**src/rtl/wiper_pkg.sv**
```systemverilog
package wiper_pkg;

    // Controller states; encoding is internal only.
    typedef enum logic [1:0] {
        ST_IDLE = 2'd0,
        ST_UP   = 2'd1,
        ST_DOWN = 2'd2
    } wiper_state_e;

endpackage

```
**src/rtl/wiper_sync.sv**
```systemverilog
// Multi-stage synchronizer for one asynchronous control line.
module wiper_sync #(
    parameter int   STAGES  = 2,
    parameter logic RST_VAL = 1'b0
) (
    input  logic clk,
    input  logic rst_n,
    input  logic d,
    output logic q
);
    logic [STAGES-1:0] chain;

    always_ff @(posedge clk or negedge rst_n) begin
        if (!rst_n) begin
            chain <= {STAGES{RST_VAL}};
        end else begin
            chain <= {chain[STAGES-2:0], d};
        end
    end

    assign q = chain[STAGES-1];
endmodule

```
**src/rtl/wiper_pulse_filter.sv**
```systemverilog
// Accepts a new level only after it has persisted MIN_PULSE clocks;
// emits a one-cycle strobe coincident with each accepted change.
module wiper_pulse_filter #(
    parameter int   MIN_PULSE = 15,
    parameter logic RST_LEVEL = 1'b0
) (
    input  logic clk,
    input  logic rst_n,
    input  logic level_i,
    output logic level_o,
    output logic rise_o,
    output logic fall_o
);
    localparam int CNT_W = $clog2(MIN_PULSE + 1);
    localparam logic [CNT_W-1:0] CNT_LAST = CNT_W'(MIN_PULSE - 1);

    logic [CNT_W-1:0] run_cnt;
    logic             accept;

    assign accept = (level_i != level_o) && (run_cnt == CNT_LAST);

    always_ff @(posedge clk or negedge rst_n) begin
        if (!rst_n) begin
            run_cnt <= '0;
            level_o <= RST_LEVEL;
            rise_o  <= 1'b0;
            fall_o  <= 1'b0;
        end else begin
            rise_o <= accept &&  level_i;
            fall_o <= accept && !level_i;
            if (level_i == level_o) begin
                run_cnt <= '0;
            end else if (accept) begin
                run_cnt <= '0;
                level_o <= level_i;
            end else begin
                run_cnt <= run_cnt + 1'b1;
            end
        end
    end

    // an accepted level must have been present at the input the cycle before
    assert_filter_source_R5: assert property (@(posedge clk) disable iff (!rst_n)
        (rise_o || fall_o) |-> ($past(level_i) == level_o));
endmodule

```
**src/rtl/wiper_step_fsm.sv**
```systemverilog
// Selection/direction state machine with saturating position register.
module wiper_step_fsm
    import wiper_pkg::*;
#(
    parameter int TAP_BITS  = 5,
    parameter int RESET_POS = 16
) (
    input  logic                clk,
    input  logic                rst_n,
    input  logic                sel_i,
    input  logic                dir_level_i,
    input  logic                step_rise_i,
    input  logic                step_fall_i,
    output logic [TAP_BITS-1:0] pos_o,
    output logic                standby_o
);
    localparam logic [TAP_BITS-1:0] POS_MAX  = {TAP_BITS{1'b1}};
    localparam logic [TAP_BITS-1:0] POS_INIT = TAP_BITS'(RESET_POS);

    wiper_state_e state_q, state_d;
    logic         inc, dec;

    // State register
    always_ff @(posedge clk or negedge rst_n) begin
        if (!rst_n) state_q <= ST_IDLE;
        else        state_q <= state_d;
    end

    // Next state
    always_comb begin
        state_d = state_q;
        unique case (state_q)
            ST_IDLE: if (sel_i) state_d = dir_level_i ? ST_UP : ST_DOWN;
            ST_UP:   if (!sel_i) state_d = ST_IDLE;
            ST_DOWN: if (!sel_i) state_d = ST_IDLE;
            default: state_d = ST_IDLE;
        endcase
    end

    // Outputs of the state machine
    always_comb begin
        standby_o = 1'b0;
        inc       = 1'b0;
        dec       = 1'b0;
        unique case (state_q)
            ST_IDLE: standby_o = 1'b1;
            ST_UP:   inc = step_rise_i;
            ST_DOWN: dec = step_fall_i;
            default: standby_o = 1'b1;
        endcase
    end

    // Saturating position register
    always_ff @(posedge clk or negedge rst_n) begin
        if (!rst_n) begin
            pos_o <= POS_INIT;
        end else if (inc && (pos_o != POS_MAX)) begin
            pos_o <= pos_o + 1'b1;
        end else if (dec && (pos_o != '0)) begin
            pos_o <= pos_o - 1'b1;
        end
    end

    // no movement while deselected
    assert_hold_in_standby_R7: assert property (@(posedge clk) disable iff (!rst_n)
        standby_o |=> $stable(pos_o));
    // upward selection never lowers the position
    assert_up_monotone_R3: assert property (@(posedge clk) disable iff (!rst_n)
        (state_q == ST_UP) |=> (pos_o >= $past(pos_o)));
    // downward selection never raises the position
    assert_down_monotone_R3: assert property (@(posedge clk) disable iff (!rst_n)
        (state_q == ST_DOWN) |=> (pos_o <= $past(pos_o)));
    // at most one tap per cycle, no wrap between the ends
    assert_single_step_R6: assert property (@(posedge clk) disable iff (!rst_n)
        ((pos_o == $past(pos_o)) || (pos_o == $past(pos_o) + 1'b1)
         || (pos_o == $past(pos_o) - 1'b1)) && !((pos_o == '0) && ($past(pos_o) == POS_MAX))
         && !((pos_o == POS_MAX) && ($past(pos_o) == '0)));
endmodule

```
**src/rtl/wiper_tap_decode.sv**
```systemverilog
// Binary position to one-hot tap enables.
module wiper_tap_decode #(
    parameter int TAP_BITS = 5,
    parameter int NUM_TAPS = 32
) (
    input  logic [TAP_BITS-1:0] pos_i,
    output logic [NUM_TAPS-1:0] tap_o
);
    for (genvar t = 0; t < NUM_TAPS; t++) begin : g_tap
        assign tap_o[t] = (pos_i == TAP_BITS'(t));
    end
endmodule

```
**src/rtl/wiper_step_ctrl.sv**
```systemverilog
// Top: synchronizers, up/down width filter, controller, tap decode.
module wiper_step_ctrl #(
    parameter int TAP_BITS    = 5,
    parameter int MIN_PULSE   = 15,
    parameter int SYNC_STAGES = 2,
    parameter int RESET_POS   = 16
) (
    input  logic                          clk,
    input  logic                          rst_n,
    input  logic                          sel_n,
    input  logic                          updn,
    output logic [TAP_BITS-1:0]           wiper_pos,
    output logic [(1 << TAP_BITS)-1:0]    tap_en,
    output logic                          standby
);
    localparam int NUM_TAPS = 1 << TAP_BITS;

    logic sel_n_s, updn_s;
    logic updn_f, updn_rise, updn_fall;

    wiper_sync #(.STAGES(SYNC_STAGES), .RST_VAL(1'b1)) u_sync_sel (
        .clk(clk), .rst_n(rst_n), .d(sel_n), .q(sel_n_s)
    );

    wiper_sync #(.STAGES(SYNC_STAGES), .RST_VAL(1'b0)) u_sync_updn (
        .clk(clk), .rst_n(rst_n), .d(updn), .q(updn_s)
    );

    wiper_pulse_filter #(.MIN_PULSE(MIN_PULSE), .RST_LEVEL(1'b0)) u_filter (
        .clk(clk), .rst_n(rst_n), .level_i(updn_s),
        .level_o(updn_f), .rise_o(updn_rise), .fall_o(updn_fall)
    );

    wiper_step_fsm #(.TAP_BITS(TAP_BITS), .RESET_POS(RESET_POS)) u_fsm (
        .clk(clk), .rst_n(rst_n), .sel_i(!sel_n_s), .dir_level_i(updn_f),
        .step_rise_i(updn_rise), .step_fall_i(updn_fall),
        .pos_o(wiper_pos), .standby_o(standby)
    );

    wiper_tap_decode #(.TAP_BITS(TAP_BITS), .NUM_TAPS(NUM_TAPS)) u_decode (
        .pos_i(wiper_pos), .tap_o(tap_en)
    );

    // exactly one tap closed, at the position index
    assert_onehot_tap_R8: assert property (@(posedge clk) disable iff (!rst_n)
        ($countones(tap_en) == 1) && tap_en[wiper_pos]);
    // a released select leads to standby within the synchronizer delay
    assert_standby_follows_R2: assert property (@(posedge clk) disable iff (!rst_n)
        (sel_n_s && $past(sel_n_s)) |-> standby);
endmodule

```
**config.mk**
```make
export PLATFORM = sky130hd
export DESIGN_NAME = wiper_step_ctrl
export DESIGN_NICKNAME = d
export VERILOG_FILES = /design/src/rtl/wiper_pkg.sv /design/src/rtl/wiper_sync.sv /design/src/rtl/wiper_pulse_filter.sv /design/src/rtl/wiper_step_fsm.sv /design/src/rtl/wiper_tap_decode.sv /design/src/rtl/wiper_step_ctrl.sv
export SDC_FILE = /design/constraint.sdc
export NUM_CORES = 1
export LEC_CHECK = 0
export BUFFER_PORTS_ARGS = -buffer_cell sky130_fd_sc_hd__buf_2
export CAP_MARGIN = 20
export CORE_MARGIN = 2
export CORE_UTILIZATION = 45
export CTS_CLUSTER_SIZE = 24
export DETAILED_ROUTE_END_ITERATION = 6
export PLACE_DENSITY_LB_ADDON = 0.25
export SLEW_MARGIN = 20
export SYNTH_ARGS = -nofsm -noshare
export SYNTH_HDL_FRONTEND = slang
export SYNTH_HIERARCHICAL = 1
export SYNTH_SLANG_ARGS = --single-unit
```
**constraint.sdc**
```tcl
create_clock -name clk -period 4.15 [get_ports clk]
set_input_delay 0.415 -clock clk [delete_from_list [all_inputs] [get_ports clk]]
set_output_delay 0.415 -clock clk [all_outputs]
set_load 0.1 [all_outputs]
```
### Word-level counts from Yosys, hierarchy flattened

Cells that the tools add are included.
W data, S select, Z words.

| word-level totals | value |
|---|---|
| bits in registers | 18 |
| input port bits | 4 |
| output and inout bits | 38 |

| operators by class | value |
|---|---|
| add/sub/neg operators | 3 |
| equal/unequal tests | 39 |
| mux-type cells | 11 |
| bitwise logic cells | 1 |
| reduce and logical (&&, ||, !) cells | 13 |

Operators with widths:

| cell | count |
|---|---|
| $eq A5 B5 Y1 const B | 16 |
| $eq A5 B4 Y1 const B | 8 |
| $eq A5 B3 Y1 const B | 4 |
| $eq A5 B2 Y1 const B | 2 |
| $mux W5 | 2 |
| $mux W4 | 2 |
| $mux W2 | 3 |
| $add A5 B1 Y5 const B | 1 |
| $eq A5 B1 Y1 const B | 1 |
| $logic_and A1 B1 Y1 | 5 |
| $logic_not A5 Y1 | 1 |
| $ne A5 B5 Y1 const B | 1 |
| $reduce_bool A5 Y1 | 1 |
| $sub A5 B1 Y5 const B | 1 |
| $add A4 B1 Y4 const B | 1 |
| $eq A4 B4 Y1 const B | 1 |
| $pmux W2 S2 | 1 |
| $reduce_and A2 Y1 | 2 |
| $mux W1 | 3 |
| $eq A2 B1 Y1 const B | 1 |
| $eq A2 B2 Y1 const B | 1 |
| $logic_not A2 Y1 | 1 |
| $ne A2 B1 Y1 const B | 1 |
| $ne A2 B2 Y1 const B | 1 |
| other kinds (6) | 6 |

### Depth between registers and ports, before layout

| logic depth | value |
|---|---|
| word-level depth | 5 |
| mapped depth | 10 |
| gate-level depth less buffers | 10 |

### By module

The synthesis kept the hierarchy.

By module, submodules not included:

| module | instances | cells each | area an instance (µm²) | seq. area each (µm²) |
|---|---|---|---|---|
| wiper_step_fsm | 1 | 47 | 508.0 | 176.4 |
| wiper_pulse_filter | 1 | 23 | 294.0 | 175.2 |
| wiper_tap_decode | 1 | 47 | 221.5 | 0.0 |
| wiper_sync (u_sync_sel) | 1 | 2 | 52.6 | 52.6 |
| wiper_sync (u_sync_updn) | 1 | 2 | 50.0 | 50.0 |
| wiper_step_ctrl | 1 | 1 | 3.8 | 0.0 |

### Worst setup path after synthesis

OpenSTA, ideal clock, no wires.

| timing path | value |
|---|---|
| kind | reg-to-output |
| start | register u_fsm.pos_o[0] |
| end | output port tap_en[17] |
| arrival | 2876 ps |
| data required time | 3735 ps |
| path slack | 859 ps |
| cell stages (with the launch flop) | 3 |
| buffers on the path | 0 |
| cell sequence | dfrtp_1 -> or3b_4 -> nor2_1 |

| on the way | value |
|---|---|
| longest elaborated chain between the ends | 1 |

Ends and longest elaborated chain:

| item | RTL line | text |
|---|---|---|
| from (decl) | wiper_step_fsm.sv:14 | `output logic [TAP_BITS-1:0] pos_o,` |
| from (signal assigned) | wiper_step_fsm.sv:58 | `pos_o <= pos_o + 1'b1;` |
| from (signal assigned) | wiper_step_fsm.sv:60 | `pos_o <= pos_o - 1'b1;` |
| $eq A5 B5 Y1 | wiper_tap_decode.sv:10 | `assign tap_o[t] = (pos_i == TAP_BITS'(t));` |
| to (decl) | wiper_step_ctrl.sv:13 | `output logic [(1 << TAP_BITS)-1:0] tap_en,` |

No other way between the ends.

### Final worst setup path

| timing path | value |
|---|---|
| start | register u_fsm.pos_o[1] |
| end | register u_fsm.pos_o[4] |

| on the way | value |
|---|---|
| longest elaborated chain between the ends | 3 |

Ends and longest elaborated chain:

| item | RTL line | text |
|---|---|---|
| $sub A5 B1 Y5, or another cell as far along | wiper_step_fsm.sv:60 |  |
| $mux W5, or another cell as far along | wiper_step_fsm.sv:59 | `end else if (dec && (pos_o != '0)) begin` |
| $mux W5 / $reduce_bool A2 Y1 (equally long branches) | - |  |

Parallel ways exist; a longest one is shown, timed or not. The select of a mux whose other input is x is not followed.
A chain may end at the register's enable or synchronous reset.

==> run summary <==
### Power and ir drop
* cell area power density: 272 nW/um2
* net switching power: 0.000121 W
* part of the power in the clock network: 0.284
* leakage power figure: 0.761 nW
* switching part of the total: 0.318
* share of power burned in combinational logic: 0.212
* proportion of power drawn by flip-flops and latches: 0.504
* cell internal pwr: 0.000259 W
* maximum vdd ir drop: 0.000322 V

### STA
* tightest slew margin relative to the limit: 0.670
* Slew Viols, Final: 0
* top achievable clock speed: 0.377 GHz
* actual transition at the worst max-transition pin: 499 ps
* Max Clock Skew: 3.52 ps
* number of setup violations in the final report: 0
* Total Negative Setup Slacks: 0 ps
* Period Utilization, post-route: 0.639
* clock period minus worst slack: 2650 ps
* RSZ-0062 raised after global routing: false
* setup slack of the critical path after layout: 1500 ps
* number of hold-slack violations in the final timing report: 0

### Route
* via/cell ratio: 4.98
* average routed wire per standard cell: 11.1 um
* DRC violation total after the first TritonRoute iteration: 9
* drt first pass iters: 3
* count of nets left with antenna violations after detail routing: 0
* final routed DRC violation total: 0
* total wirelength of the detailed-routed design: 2.16 mm
* via count: 966

### Yosys
* share of async-settable or async-resettable flops after synthesis: 1.00
* post-synth design cell area: 1130 um2
* leading register cell type out of synthesis: sky130_fd_sc_hd__dfrtp_1
* synthesis-stage register bit count: 18
* number of flops mapped to enable cells by yosys: 0
* share of the yosys chip area belonging to registers: 0.402
* post-synth net total: 135
* Yosys cell types: 34
* cell count after synthesis: 122
* Synth warnings: 6
* Post-Synthesis Mean Instance Area: 9.26 um2

### CTS
* number of buffers added for setup after CTS: 0
* number of sinks handled by clock tree synthesis: 18
* clock root buffer: sky130_fd_sc_hd__clkbuf_4
* hold_buf cts: 0
* clock tree from TritonCTS: built
* number of buffers inserted during clock tree synthesis: 3
* Worst-Skew Late Latency: 290 ps
* buffer levels on the longest clock path: 2
* Max H-tree Level: 1
* Clock transition at path regs: 100 ps
* count of cells resized by post-cts repair: 0

### Final layout
* end-of-flow core utilization: 0.575
* area added between synthesis and finish: 23.7%
* number of antenna repair diodes: 0
* Final #Nets: 178
* area of all placed cells without fillers: 1400 um2
* ratio of cells with drive above 1 in the final layout: 0.366

### Critical path
* capturing element type of the critical path: flop
* critical path startpoint category: flop
* depth of the worst register-to-register path: 8
* critical path cell sequence: and3_2 > a31oi_1 > inv_1 > ha_1 > a21oi_1 > and2_1 > or4b_1 > nand3_1
* required time reported for the critical path endpoint: 4390 ps
* maximum fanout along the worst path: 14
* Critical Path AT: 2900 ps
* cell with the largest stage delay on the worst path: sky130_fd_sc_hd__dfrtp_1
* critical path's largest stage delay: 530 ps
* Worst Setup Path Type: flop to flop

### Placed design
* worst slack after detailed placement: 1520 ps
* number of buffer cells added on primary ports: 41
* sum of net half-perimeters after detailed placement: 1.68 mm
* global placer's final weighted congestion: 0.767
* instance area after placement: 1360 um2

### Global route
* overall global routing resource usage: 0.156
* via count of the first global-routing pass: 751
* first-pass GRT wire length: 3.25 mm
* number of antenna violations at the first check in global routing: 0
* largest net degree at the start of global routing: 19
* Congestion Overflow GR: 0

### Floorplan
* initial standard-cell utilization of the core: 0.465
* # IOs: 42
* Die Width: 54.1 um
* Die Height: 54.1 um
* number of placement rows: 18
* Floorplan Core Area: 2430 um2
* die area: 2930 um2

### Run
* number of maximum-capacitance violations: 0

### Status
* run status: completed

### Worst hold path
* type of the tightest min-delay check: input port to asynchronous set/reset pin

-- sequential cells by signal (all words and copies together), names as in the netlist --
signal / count
u_fsm/state_q: 2
u_fsm/pos_o: 5
u_filter/run_cnt: 4
u_sync_updn/chain: 2
u_sync_sel/chain: 2
u_filter/rise_o: 1
u_filter/fall_o: 1
u_filter/level_o: 1
-- cells in the mapped netlist, types with 3 or more instances --
master | count | share of area
sky130_fd_sc_hd__xor2_1 | 3 | 0.023
sky130_fd_sc_hd__xnor2_1 | 3 | 0.023
sky130_fd_sc_hd__ha_1 | 8 | 0.089
sky130_fd_sc_hd__inv_1 | 7 | 0.023
sky130_fd_sc_hd__dfrtp_1 | 15 | 0.33
sky130_fd_sc_hd__mux2_2 | 3 | 0.030
sky130_fd_sc_hd__nor2_1 | 36 | 0.12
sky130_fd_sc_hd__or3b_4 | 3 | 0.030
sky130_fd_sc_hd__nand2_1 | 4 | 0.013
sky130_fd_sc_hd__dfstp_2 | 3 | 0.070
sky130_fd_sc_hd__a21oi_1 | 3 | 0.013
sky130_fd_sc_hd__nand3_1 | 4 | 0.018
sky130_fd_sc_hd__clkbuf_1 | 3 | 0.010
sky130_fd_sc_hd__nand3b_1 | 3 | 0.020
-- worst max-delay path, delay by kind of cell, from the launching register on --
kind / cells / cell delay (ps)
and+or+nand+nor: 4 / 970
AOI/OAI and AO/OA: 2 / 560
DFF: 1 / 530
adders and majority gates: 1 / 350
buffers and inverters: 1 / 190
-- layer usage --
| layer | GRT usage | up-vias | part of all wire |
|---|---|---|---|
| li1 | - | 494 | - |
| met1 | 0.179 | 429 | 0.43 |
| met2 | 0.280 | 39 | 0.47 |
| met3 | 0.0167 | 4 | 0.080 |
| met4 | 0.0875 | 0 | 0.020 |
| met5 | 0 | - | 0 |
-- per-stage QoR --
stage | cells | total power [W] | hold WS [ps]
floorplan | 122 | 0.000258 | 119
global placement | 190 | 0.000272 | 332
detailed placement | 190 | 0.000277 | 348
CTS | 194 | 0.000387 | 31.9
global route | 194 | 0.000399 | 48.5
finish | 194 | 0.000380 | 28.2
-- layout by cell type, fill, tap and decap left out, types with 2 or more instances in the layout --
master / n
sky130_fd_sc_hd__nor3b_1: 2
sky130_fd_sc_hd__a32o_1: 2
sky130_fd_sc_hd__inv_1: 7
sky130_fd_sc_hd__buf_2: 41
sky130_fd_sc_hd__nand3b_1: 3
sky130_fd_sc_hd__nand2b_1: 2
sky130_fd_sc_hd__dfstp_2: 3
sky130_fd_sc_hd__nand3_1: 4
sky130_fd_sc_hd__a21oi_1: 3
sky130_fd_sc_hd__nand2_1: 4
sky130_fd_sc_hd__xor2_1: 3
sky130_fd_sc_hd__dfrtp_1: 15
sky130_fd_sc_hd__xnor2_1: 3
sky130_fd_sc_hd__nor2_1: 36
sky130_fd_sc_hd__o22ai_1: 2
sky130_fd_sc_hd__mux2_2: 3
sky130_fd_sc_hd__or3b_4: 3
sky130_fd_sc_hd__clkbuf_4: 3
sky130_fd_sc_hd__ha_1: 8
-- final cells by class --
| type | instances | area, um2 |
|---|---|---|
| repair buffers | 41 | 205 |
| well taps | 30 | 37.5 |
| multi-input cells | 94 | 638 |
| flip-flops and latches | 18 | 454 |
| clock buffers | 4 | 36.3 |
| fillers | 220 | 1030 |
| inverters | 7 | 26.3 |
-- logic make-up after synthesis --
family	count (synthesis)	share of synthesized area
compound gates	12	0.0786
buf+inv	10	0.0332
fa+ha+maj	9	0.106
xor+xnor	6	0.0465
simple gates	62	0.281
flops	18	0.402
mux	5	0.0520
-- power by group through the flow --
stage | Sequential (W) | Clock [W] | Combinational, W
4_1_cts | 0.000192 | 0.000113 | 0.0000816
2_1_floorplan | 0.000194 | 0 | 0.0000648
6_report | 0.000192 | 0.000108 | 0.0000805
3_5_place_dp | 0.000196 | 0 | 0.0000815
5_1_grt | 0.000193 | 0.000119 | 0.0000871
3_3_place_gp | 0.000194 | 0 | 0.0000777
-- worst paths after layout --
path	end	startpoint	slack, ps
worst min-delay path	u_filter/fall_o$_DFF_PN0_	rst_n	30
worst max-delay path	u_fsm/pos_o[4]$_DFFE_PN1P_	u_fsm/pos_o[1]$_DFFE_PN0P_	1500
worst max register to register	u_fsm/pos_o[4]$_DFFE_PN1P_	u_fsm/pos_o[1]$_DFFE_PN0P_	1500
min in group clk	u_sync_sel/chain[0]$_DFF_PN1_	sel_n	210
worst min register to register	u_sync_sel/chain[1]$_DFF_PN1_	u_sync_sel/chain[0]$_DFF_PN1_	360
max in group asynchronous	u_sync_sel/chain[0]$_DFF_PN1_	rst_n	3800
No activity file was read; power rests on OpenSTA's default activity.
